$ cat src/rtl/refsched_pkg.sv
package refsched_pkg;

   // Width of a counter that must hold values 0..maxv
   function automatic int count_width(input int maxv);
      return (maxv < 1) ? 1 : $clog2(maxv + 1);
   endfunction

endpackage

$ cat src/rtl/refsched_interval_timer.sv
module refsched_interval_timer #(
   parameter int INTERVAL_CYCLES = 1560
) (
   input  logic clk,
   input  logic rst_n,
   output logic tick
);
   localparam int CW = refsched_pkg::count_width(INTERVAL_CYCLES - 1);

   generate
      if (INTERVAL_CYCLES == 1) begin : g_every_cycle
         assign tick = rst_n;
      end else begin : g_countdown
         logic [CW-1:0] remain;
         always_ff @(posedge clk or negedge rst_n) begin
            if (!rst_n) begin
               remain <= CW'(INTERVAL_CYCLES - 1);
            end else if (remain == '0) begin
               remain <= CW'(INTERVAL_CYCLES - 1);
            end else begin
               remain <= remain - CW'(1);
            end
         end
         assign tick = (remain == '0);
      end
   endgenerate
endmodule

$ cat src/rtl/refsched_debt_counter.sv
module refsched_debt_counter #(
   parameter int MAX_OWED  = 8,
   parameter int URGENT_AT = 7,
   parameter int OWED_W    = 4
) (
   input  logic              clk,
   input  logic              rst_n,
   input  logic              tick,
   input  logic              take,
   output logic [OWED_W-1:0] owed,
   output logic              has_debt,
   output logic              urgent
);
   logic [OWED_W-1:0] owed_nxt;
   logic              urgent_nxt;

   always_comb begin
      owed_nxt = owed;
      if (tick && !take) begin
         if (owed != OWED_W'(MAX_OWED)) owed_nxt = owed + OWED_W'(1);
      end else if (take && !tick) begin
         owed_nxt = owed - OWED_W'(1);
      end
      urgent_nxt = (owed_nxt >= OWED_W'(URGENT_AT));
   end

   always_ff @(posedge clk or negedge rst_n) begin
      if (!rst_n) begin
         owed   <= '0;
         urgent <= 1'b0;
      end else begin
         owed   <= owed_nxt;
         urgent <= urgent_nxt;
      end
   end

   assign has_debt = (owed != '0);
endmodule

$ cat src/rtl/refsched_spacing_timer.sv
module refsched_spacing_timer #(
   parameter int TRC_CYCLES = 7
) (
   input  logic clk,
   input  logic rst_n,
   input  logic start,
   output logic busy
);
   localparam int SW = refsched_pkg::count_width(TRC_CYCLES);

   generate
      if (TRC_CYCLES == 0) begin : g_no_gap
         assign busy = 1'b0;
      end else begin : g_gap
         logic [SW-1:0] hold;
         always_ff @(posedge clk or negedge rst_n) begin
            if (!rst_n) begin
               hold <= '0;
            end else if (start) begin
               hold <= SW'(TRC_CYCLES);
            end else if (hold != '0) begin
               hold <= hold - SW'(1);
            end
         end
         assign busy = (hold != '0);
      end
   endgenerate
endmodule

$ cat src/rtl/refsched_row_tracker.sv
module refsched_row_tracker #(
   parameter int ROW_BITS = 11
) (
   input  logic                clk,
   input  logic                rst_n,
   input  logic                adv,
   output logic [ROW_BITS-1:0] row
);
   always_ff @(posedge clk or negedge rst_n) begin
      if (!rst_n)   row <= '0;
      else if (adv) row <= row + ROW_BITS'(1);
   end
endmodule

$ cat src/rtl/refresh_sched.sv
module refresh_sched #(
   parameter  int INTERVAL_CYCLES = 1560,
   parameter  int MAX_OWED        = 8,
   parameter  int URGENT_AT       = 7,
   parameter  int TRC_CYCLES      = 7,
   parameter  int ROW_BITS        = 11,
   localparam int OWED_W          = refsched_pkg::count_width(MAX_OWED)
) (
   input  logic                clk,
   input  logic                rst_n,
   input  logic                rfsh_ack,
   output logic                rfsh_req,
   output logic                rfsh_urgent,
   output logic [OWED_W-1:0]   owed_count,
   output logic [ROW_BITS-1:0] row_ptr
);
   generate
      if (INTERVAL_CYCLES < 1) begin : g_bad_interval
         $error("INTERVAL_CYCLES must be at least 1");
      end
      if (MAX_OWED < 1) begin : g_bad_max
         $error("MAX_OWED must be at least 1");
      end
      if (URGENT_AT < 1 || URGENT_AT > MAX_OWED) begin : g_bad_urgent
         $error("URGENT_AT must lie in 1..MAX_OWED");
      end
      if (TRC_CYCLES < 0) begin : g_bad_trc
         $error("TRC_CYCLES must not be negative");
      end
      if (ROW_BITS < 1) begin : g_bad_rows
         $error("ROW_BITS must be at least 1");
      end
   endgenerate

   logic tick_w;
   logic take_w;
   logic debt_w;
   logic gap_w;

   assign take_w   = rfsh_ack & rfsh_req;
   assign rfsh_req = debt_w & ~gap_w;

   refsched_interval_timer #(.INTERVAL_CYCLES(INTERVAL_CYCLES)) u_timer (
      .clk  (clk),
      .rst_n(rst_n),
      .tick (tick_w)
   );

   refsched_debt_counter #(
      .MAX_OWED (MAX_OWED),
      .URGENT_AT(URGENT_AT),
      .OWED_W   (OWED_W)
   ) u_debt (
      .clk     (clk),
      .rst_n   (rst_n),
      .tick    (tick_w),
      .take    (take_w),
      .owed    (owed_count),
      .has_debt(debt_w),
      .urgent  (rfsh_urgent)
   );

   refsched_spacing_timer #(.TRC_CYCLES(TRC_CYCLES)) u_gap (
      .clk  (clk),
      .rst_n(rst_n),
      .start(take_w),
      .busy (gap_w)
   );

   refsched_row_tracker #(.ROW_BITS(ROW_BITS)) u_rows (
      .clk  (clk),
      .rst_n(rst_n),
      .adv  (take_w),
      .row  (row_ptr)
   );
endmodule

$ cat config.mk
export PLATFORM = sky130hd
export DESIGN_NAME = refresh_sched
export DESIGN_NICKNAME = d
export VERILOG_FILES = /design/src/rtl/refsched_pkg.sv /design/src/rtl/refsched_interval_timer.sv /design/src/rtl/refsched_debt_counter.sv /design/src/rtl/refsched_spacing_timer.sv /design/src/rtl/refsched_row_tracker.sv /design/src/rtl/refresh_sched.sv
export SDC_FILE = /design/constraint.sdc
export NUM_CORES = 1
export LEC_CHECK = 0
export BUFFER_PORTS_ARGS = -buffer_cell sky130_fd_sc_hd__buf_2
export CAP_MARGIN = 30
export CELL_PAD_IN_SITES_DETAIL_PLACEMENT = 0
export CELL_PAD_IN_SITES_GLOBAL_PLACEMENT = 2
export CORE_ASPECT_RATIO = 0.9
export CORE_MARGIN = 2
export CORE_UTILIZATION = 37
export CTS_BUF_LIST = sky130_fd_sc_hd__clkbuf_16
export DETAILED_ROUTE_END_ITERATION = 8
export PLACE_DENSITY = 0.8
export SLEW_MARGIN = 25
export SYNTH_ARGS = -nofsm -noshare
export SYNTH_HDL_FRONTEND = slang
export SYNTH_SLANG_ARGS = --single-unit
$ cat constraint.sdc
create_clock -name clk -period 2.5 [get_ports clk]
set_input_delay 0.25 -clock clk [delete_from_list [all_inputs] [get_ports clk]]
set_output_delay 0.25 -clock clk [all_outputs]
set_load 0.01 [all_outputs]
== Yosys cells after proc, flatten, opt, wreduce, memory -nomap -nowiden ==
Index checks and enable logic that the tools add are counted.

* Register bits: 30
* Output and inout bits: 17
* Logic and storage cells: 29

* Add/sub/neg operators: 5
* Order comparisons: 1
* Equality and inequality tests: 1
* Muxes and demuxes: 6
* Bitwise logic cells: 3
* Reduce and logical (&&, ||, !) cells: 8

{| class="wikitable"
|+ Operator list
! cell !! count
|-
| $mux W4 || 3
|-
| $add A11 B1 Y11 const B || 1
|-
| $logic_not A11 Y1 || 1
|-
| $mux W11 || 1
|-
| $sub A11 B1 Y11 const B || 1
|-
| $mux W3 || 2
|-
| $add A4 B1 Y4 const B || 1
|-
| $ge A4 B3 Y1 const B || 1
|-
| $ne A4 B4 Y1 const B || 1
|-
| $reduce_bool A4 Y1 || 1
|-
| $sub A4 B1 Y4 const B || 1
|-
| $reduce_bool A3 Y1 || 1
|-
| $sub A3 B1 Y3 const B || 1
|-
| $and A1 B1 Y1 || 2
|-
| $logic_and A1 B1 Y1 || 2
|-
| $logic_not A1 Y1 || 2
|-
| $reduce_bool A2 Y1 || 1
|-
| $not A1 Y1 || 1
|}

== Longest topological paths before layout ==
Gate-level depths: netlist of the first run.

* Depth after elaboration: 8
* Depth in mapped cells: 9

== By module ==
From an unflattened synthesis of the first run, not the netlist that was laid out.

* Cell total of the unflattened synthesis: 147
* Area, all modules: 1601.5 µm²

{| class="wikitable"
|+ By module, submodules not included
! module !! instances !! cells each !! area an instance (µm²) !! sequential area each (µm²)
|-
| refsched_interval_timer || 1 || 57 || 576.8 || 282.8
|-
| refsched_row_tracker || 1 || 40 || 496.7 || 275.3
|-
| refsched_debt_counter || 1 || 31 || 334.1 || 125.1
|-
| refsched_spacing_timer || 1 || 17 || 178.9 || 75.1
|-
| refresh_sched || 1 || 2 || 15.0 || 0.0
|}

== Worst setup path before layout of the first run ==
No wires, ideal clock.

* Path kind: reg2reg
* From: register u_timer.g_countdown.remain[0]
* To: register u_debt.urgent
* Setup time: 0.120 ns
* Arrival time: 1.956 ns
* Data required time: 2.380 ns
* Slack: 0.425 ns
* Stages on the path, launching flop included: 10
* Buffers on the path: 1
* Clock period less this slack: 2.075 ns
* Cells stage by stage: dfstp_2 > inv_1 > ha_1 > nor3b_2 > and4b_1 > buf_4 > nor3_1 > a31oi_4 > xnor2_2 > a31o_1

* Word-level cells in the longest chain between the ends: 6
* Elaborated cells on any way between the ends: 7
* Those cells by class: 1 x order compare; 2 x mux; 4 x reduce/logical

{| class="wikitable"
|+ Ends and longest elaborated chain
! what !! line !! text
|-
| start: declaration || refsched_interval_timer.sv:14 || <nowiki>logic [CW-1:0] remain;</nowiki>
|-
| start signal: assignment || refsched_interval_timer.sv:17 || <nowiki>remain <= CW'(INTERVAL_CYCLES - 1);</nowiki>
|-
| start signal: assignment || refsched_interval_timer.sv:19 || <nowiki>remain <= CW'(INTERVAL_CYCLES - 1);</nowiki>
|-
| start signal: assignment || refsched_interval_timer.sv:21 || <nowiki>remain <= remain - CW'(1);</nowiki>
|-
| $logic_not A11 Y1 * || refsched_interval_timer.sv:24 || <nowiki>assign tick = (remain == '0);</nowiki>
|-
| $logic_not A1 Y1 || refsched_debt_counter.sv:21 || <nowiki>end else if (take && !tick) begin</nowiki>
|-
| $logic_and A1 B1 Y1 || refsched_debt_counter.sv:21 ||
|-
| $mux W4 || refsched_debt_counter.sv:21 ||
|-
| $mux W4 * || refsched_debt_counter.sv:19 || <nowiki>if (tick && !take) begin</nowiki>
|-
| via u_debt.owed_nxt[3] || refsched_debt_counter.sv:14 || <nowiki>logic [OWED_W-1:0] owed_nxt;</nowiki>
|-
| $ge A4 B3 Y1 * || refsched_debt_counter.sv:24 || <nowiki>urgent_nxt = (owed_nxt >= OWED_W'(URGENT_AT));</nowiki>
|-
| via u_debt.urgent_nxt || refsched_debt_counter.sv:15 || <nowiki>logic urgent_nxt;</nowiki>
|-
| end signal: assignment || refsched_debt_counter.sv:33 || <nowiki>urgent <= urgent_nxt;</nowiki>
|-
| end: declaration || refsched_debt_counter.sv:12 || <nowiki>output logic urgent</nowiki>
|}

Mark *: on every way through the listed nets, which the timed path passes. The rest lies on a longest branch.
A chain may end at the register's enable or synchronous reset.

== Worst setup path after layout of the first run ==
Same ends and word-level chain as after synthesis.

==> reports/metrics.cfg, run 1 <==
[run_status]
outcome=finished clean

[cells_and_area]
final_cells=215
diodes=0
fillers=375
fin_area_um2=1890
area_growth_syn_to_layout_pct=23.2
fin_nets=175
drive_gt1_share_pct=26.9

[worst_setup_path]
critical_path.max_fanout=4
cp-start-kind=register
critPathArrivalTime_ps=2370
worst-setup-path-type=register to register
end_kind=register
cp.required_ps=2660

[sta]
finalHoldViolCount=0
relSlewSlack_pct=55.3
layout_min_cycle_time_ps=2210
post-route-period-util_pct=88.6
skew_ps=6.00
worst_pin_slew_ps=671
tns_ps=0
setup_violations=0
rsz0062_at_grt=no
slew_violations=0
fmax_mhz=452

[floorplanning]
rows=22
die_h_um=65.0
start_util_pct=38.1
core_area_um2=4020
die_width_um=71.8
die_area_um2=4670
io_pins=20

[yosys]
synth.largest_area_cell=dfrtp_1
ys_ff_latch=30
synth_top_area_share_pct=39.2
synth.avg_cell_area_um2=11.0
netlist_instances=139
synth_edf_count=0
netlist_area_um2=1530
ys_warn_count=0
ys.flop_type=dfrtp_1
syn_nets=148
synthArstFlopShare_pct=100
synthDistinctLibCells=45
ys_top_cells_by_area=dfrtp_1 39%, dfstp_2 10%, xnor2_1 6.9%, ha_1 4.9%, nand2_1 3.9%
yosysSeqAreaShare_pct=49.6

[power]
ir_drop_mv=0.687
power_density_nw_per_um2=1030
p_leak_uw=0.000866

[place]
portBuffers=19
placed_area_um2=1700
dp_hpwl_um=2020
dp_cells=207
place_congestion=0.765

[clock_network]
clkSinkCount=30
cts-buffers-inserted=5
cts_root_buf=clkbuf_16
path_clk_slew_ps=50
cts_resized=0
cts_max_level=2
clock_latency_ps=280
cts_buffer_depth=2
cts_setup_buffers=0
cts_tree=yes
holdBufCountCts=0

[global_route]
grt_pass1_wl_um=5170
grt_max_degree=31
gr-usage-all-layers_pct=14.8
grt_pass1_vias=1111
grt_overflow=0
antenna_found_initial=0

[detailed_routing]
wl_per_cell_um=13.3
drt-total-wl_um=2860
vias_per_cell=4.93
num_vias=1059
ant_nets=0
firstDrtPassIters=4
drcViolationCount=0
drt_iter0_markers=56

[worst_hold_path]
hold_path_class=input pin to async pin

[flow_run]
max-cap-violations=0

## cell usage in the layout (no fill, tap or decap), drive strengths merged, types with 2 or more instances in the layout
cell    synthesis  layout
dfrtp          24      24
buf             1      22
nand2          16      16
nor2           14      14
xnor2          13      13
inv             6       6
xor2            6       6
ha              6       6
dfstp           6       6
clkbuf          1       5
mux2i           3       3
nor3            3       3
nand4           3       3
nor4            3       3
and3            3       3
o21ai           3       3
nand2b          2       2
nand3           2       2
a21oi           2       2
bufinv          0       2
or4             2       2
nor3b           2       2
a31oi           2       2
or3             2       2
## critical path: stages, from the launching register on
cell	delay, ps
dfstp_2	380
inv_1	50
ha_1	200
or4b_1	520
nor4_4	240
and3_4	270
a31oi_4	100
xnor2_2	160
a31o_1	190
## cell families after synthesis
logic type / synth area share [%]
compound gates: 6.71
buf+inv: 2.21
xor+xnor: 11.4
simple gates: 22.6
fa+ha+maj: 4.91
mux: 2.70
flops: 49.6
## through the flow
| step | util, % | hold slack (ps) | setup WS, ps | power [uW] |
|---|---|---|---|---|
| after floorplan | - | -45.6 | 425 | 1000 |
| after global placement | 42.2 | 318 | 355 | 1160 |
| after detailed placement | 42.2 | 331 | 334 | 1170 |
| after CTS | 46.9 | 32.7 | 305 | 1960 |
| after global routing | 46.9 | 62.8 | 94.7 | 2070 |
| final | 46.9 | 8.44 | 286 | 1940 |
## layout make-up
| class | instances | area [um2] | share of cell area (%) |
|---|---|---|---|
| sequential | 30 | 758 | 40.2 |
| inverter | 6 | 22.5 | 1.19 |
| timing repair buffer | 22 | 118 | 6.24 |
| tap | 48 | 60.1 | 3.19 |
| multi-input combinational | 101 | 738 | 39.2 |
| clock buffer | 5 | 125 | 6.64 |
| clock inverter | 3 | 63.8 | 3.38 |
## worst paths after layout
path,endpoint,from,slack [ps],cells after the start
setup / recovery,u_debt.urgent$_DFF_PN0_,u_timer.g_countdown.remain[0]$_DFF_PN1_,290,8
hold / removal,u_rows.row[10]$_DFFE_PN0P_,rst_n,8,1
setup reg to reg,u_debt.urgent$_DFF_PN0_,u_timer.g_countdown.remain[0]$_DFF_PN1_,290,8
hold reg to reg,u_rows.row[10]$_DFFE_PN0P_,u_rows.row[10]$_DFFE_PN0P_,460,1
max in group asynchronous,u_debt.owed[2]$_DFF_PN0_,rst_n,2050,1
min in group clk,u_rows.row[10]$_DFFE_PN0P_,u_rows.row[10]$_DFFE_PN0P_,460,1
## state kept, by name (all words and copies together) (netlist names)
signal                      count
u_debt.urgent                   1
u_timer.g_countdown.remain     11
u_rows.row                     11
u_gap.g_gap.hold                3
u_debt.owed                     4
## Yosys cell counts, types with 2 or more instances
cell	count
nor3_1	3
dfrtp_1	24
xor2_1	6
a21oi_1	2
and3_1	2
nor2_1	14
mux2i_1	3
nand4_1	3
nand2b_1	2
nand2_1	16
o21ai_0	2
ha_1	6
nand3_1	2
dfstp_2	6
nor4_1	2
xnor2_1	12
inv_1	6
## power by group
group          switching [uW]  internal (uW)
Sequential                104            578
Combinational             260            225
Clock                     205            566
Total                     569           1370
## metal layers
layer | wire length (um) | GRT usage (%)
met1 | 1410 | 19.1
met2 | 1210 | 21.6
met3 | 217 | 7.00
met4 | 18 | 4.95
met5 | 0 | 0
No activity file was read; power rests on OpenSTA's default activity.
==> run 2: changes to the inputs <==
BUFFER_PORTS_ARGS = -buffer_cell sky130_fd_sc_hd__buf_4   (was -buffer_cell sky130_fd_sc_hd__buf_2)
==> reports/metrics.cfg, run 2 (synthesis results as in run 1) <==
[run_status]
outcome=finished clean

[detailed_routing]
num_vias=1088  ; +2.7%
wl_per_cell_um=13.7  ; +2.9%
vias_per_cell=5.04  ; +2.3%
drcViolationCount=0  ; unchanged
top_layer_used=met4
dr_wl_met2_um=1260  ; +3.6%
ant_nets=0  ; unchanged
drt-total-wl_um=2960  ; +3.4%
drt-met1-wl_um=1470  ; +4.3%
firstDrtPassIters=4  ; unchanged
met3WireLength_um=187  ; -14%
drt_iter0_markers=34  ; -39%

[worst_setup_path]
worst-setup-path-type=register to register
slowest_delay_ps=520  ; about the same
end_kind=register
cp_top_family=simple AND/OR/NAND/NOR gates
startpoint=u_timer.g_countdown.remain[0]$_DFF_PN1_
path_buf_inv=1  ; unchanged
cp.required_ps=2660  ; about the same
critical_path.max_fanout=4  ; unchanged
critPathArrivalTime_ps=2380  ; about the same
crit_chain=inv_1, ha_1, or4b_1, nor4_4, and3_4, a31oi_4, xnor2_2, a31o_1
cp-start-kind=register
crit_cells=8  ; unchanged
reg2reg_to=u_debt.urgent$_DFF_PN0_
critPathCapture=u_debt.urgent$_DFF_PN0_
r2r_cells=8  ; unchanged
rrSetupSlack_ps=290  ; about the same
regToRegStartpoint=u_timer.g_countdown.remain[0]$_DFF_PN1_
slowest_stage=or4b_1

[sta]
tns_ps=0  ; unchanged
fmax_mhz=452  ; about the same
rsz0062_at_grt=no
setup_ws_ps=286  ; -0.152 ps
post-route-period-util_pct=88.6  ; about the same
slew_violations=0  ; unchanged
finalHoldViolCount=0  ; unchanged
worst_pin_slew_ps=455  ; -216 ps
relSlewSlack_pct=69.4  ; +14 points
layout_min_cycle_time_ps=2210  ; +0.152 ps
setup_violations=0  ; unchanged
skew_ps=6.32  ; +0.314 ps

[cells_and_area]
register_area_um2=758  ; unchanged
layout_commonest_cell=dfrtp_1
final_cell_mix=24 x dfrtp_1, 22 x buf_4, 16 x nand2_1
fillers=369  ; -1.6%
fin_nets=176  ; +0.57%
drive_gt1_share_pct=26.2  ; -0.76 points
diodes=0  ; unchanged
multi_input_area_um2=738  ; unchanged
reg_top3=u_rows.row (11), u_timer.g_countdown.remain (11), u_debt.owed (4)
final_cells=216  ; +0.47%
area_growth_syn_to_layout_pct=25.3

[worst_hold_path]
hold_path_class=input pin to async pin

[floorplanning]
start_util_pct=38.1  ; unchanged
die_width_um=71.8  ; unchanged
io_pins=20  ; unchanged
core_area_um2=4020  ; unchanged
die_h_um=65.0  ; unchanged
die_area_um2=4670  ; unchanged
rows=22  ; unchanged

[clock_network]
cts_setup_buffers=0  ; unchanged
cts-buffers-inserted=5  ; unchanged
path_clk_slew_ps=50  ; about the same
cts_buffer_depth=2  ; unchanged
clkSinkCount=30  ; unchanged
cts_root_buf=clkbuf_16
cts_max_level=2  ; unchanged
cts_tree=yes
clock_latency_ps=280  ; about the same

[place]
portBuffers=19  ; unchanged
place_congestion=0.806  ; +5.3%
dp_cells=207  ; unchanged
dp_hpwl_um=2070  ; +2.4%
place_ws_ps=297  ; -36.5 ps

[global_route]
grt_pass1_vias=1096  ; -1.4%
gr-usage-all-layers_pct=15.2  ; +0.47 points
grt_overflow=0  ; unchanged
grt_max_degree=31  ; unchanged
antenna_found_initial=0  ; unchanged
grt_pass1_wl_um=5240  ; +1.5%

[power]
power_density_nw_per_um2=975  ; -5.1%
p_leak_uw=0.000867  ; about the same
ir_drop_mv=0.491  ; -28%

[flow_run]
max-cap-violations=0  ; unchanged

[run 2: per-layer routing]
layer	track usage, %	up-vias
li1	-	547
met1	20.1	505
met2	21.6	32
met3	6.69	4
met4	6.37	0
met5	0	-
[run 2: cell type report]
type | instances | share of cell area (%)
inverters | 6 | 1.17
flip-flops and latches | 30 | 39.6
clock inverters | 3 | 1.96
multi-input cells | 101 | 38.5
repair buffers | 23 | 9.14
well taps | 48 | 3.13
clock buffers | 5 | 6.53
[run 2: power by group]
| part | switching [uW] | internal [uW] |
|---|---|---|
| combinational | 258 | 261 |
| sequential | 110 | 578 |
| clock | 201 | 461 |
| total | 569 | 1300 |
[run 2: worst min-delay path by stage]
stage	slack, ps	cells after the start	endpoint	from
6_report	440	2	u_rows.row[6]$_DFFE_PN0P_	rst_n
3_3_place_gp	200	1	u_rows.row[9]$_DFFE_PN0P_	rst_n
2_1_floorplan	-50	0	u_debt.owed[0]$_DFF_PN0_	rst_n
4_1_cts	450	2	u_rows.row[6]$_DFFE_PN0P_	rst_n
5_1_grt	480	2	u_rows.row[9]$_DFFE_PN0P_	rst_n
3_5_place_dp	200	1	u_rows.row[9]$_DFFE_PN0P_	rst_n
[run 2: metrics by stage]
stage                     utilization, %  power (uW)  area, um2  hold WS, ps
after floorplan                        -        1000       1530        -45.6
after global placement              43.4        1200       1740          200
after detailed placement            43.4        1220       1740          203
after CTS                           47.7        1900       1920          452
after global routing                47.7        2000       1920          478
final                               47.7        1870       1920          436
[run 2: repair_timing]
action	CTS	global route
hold buffers	1	0
setup endpoints to repair	0	0
endpoints found under the hold margin	24	0
resized for setup	0	0
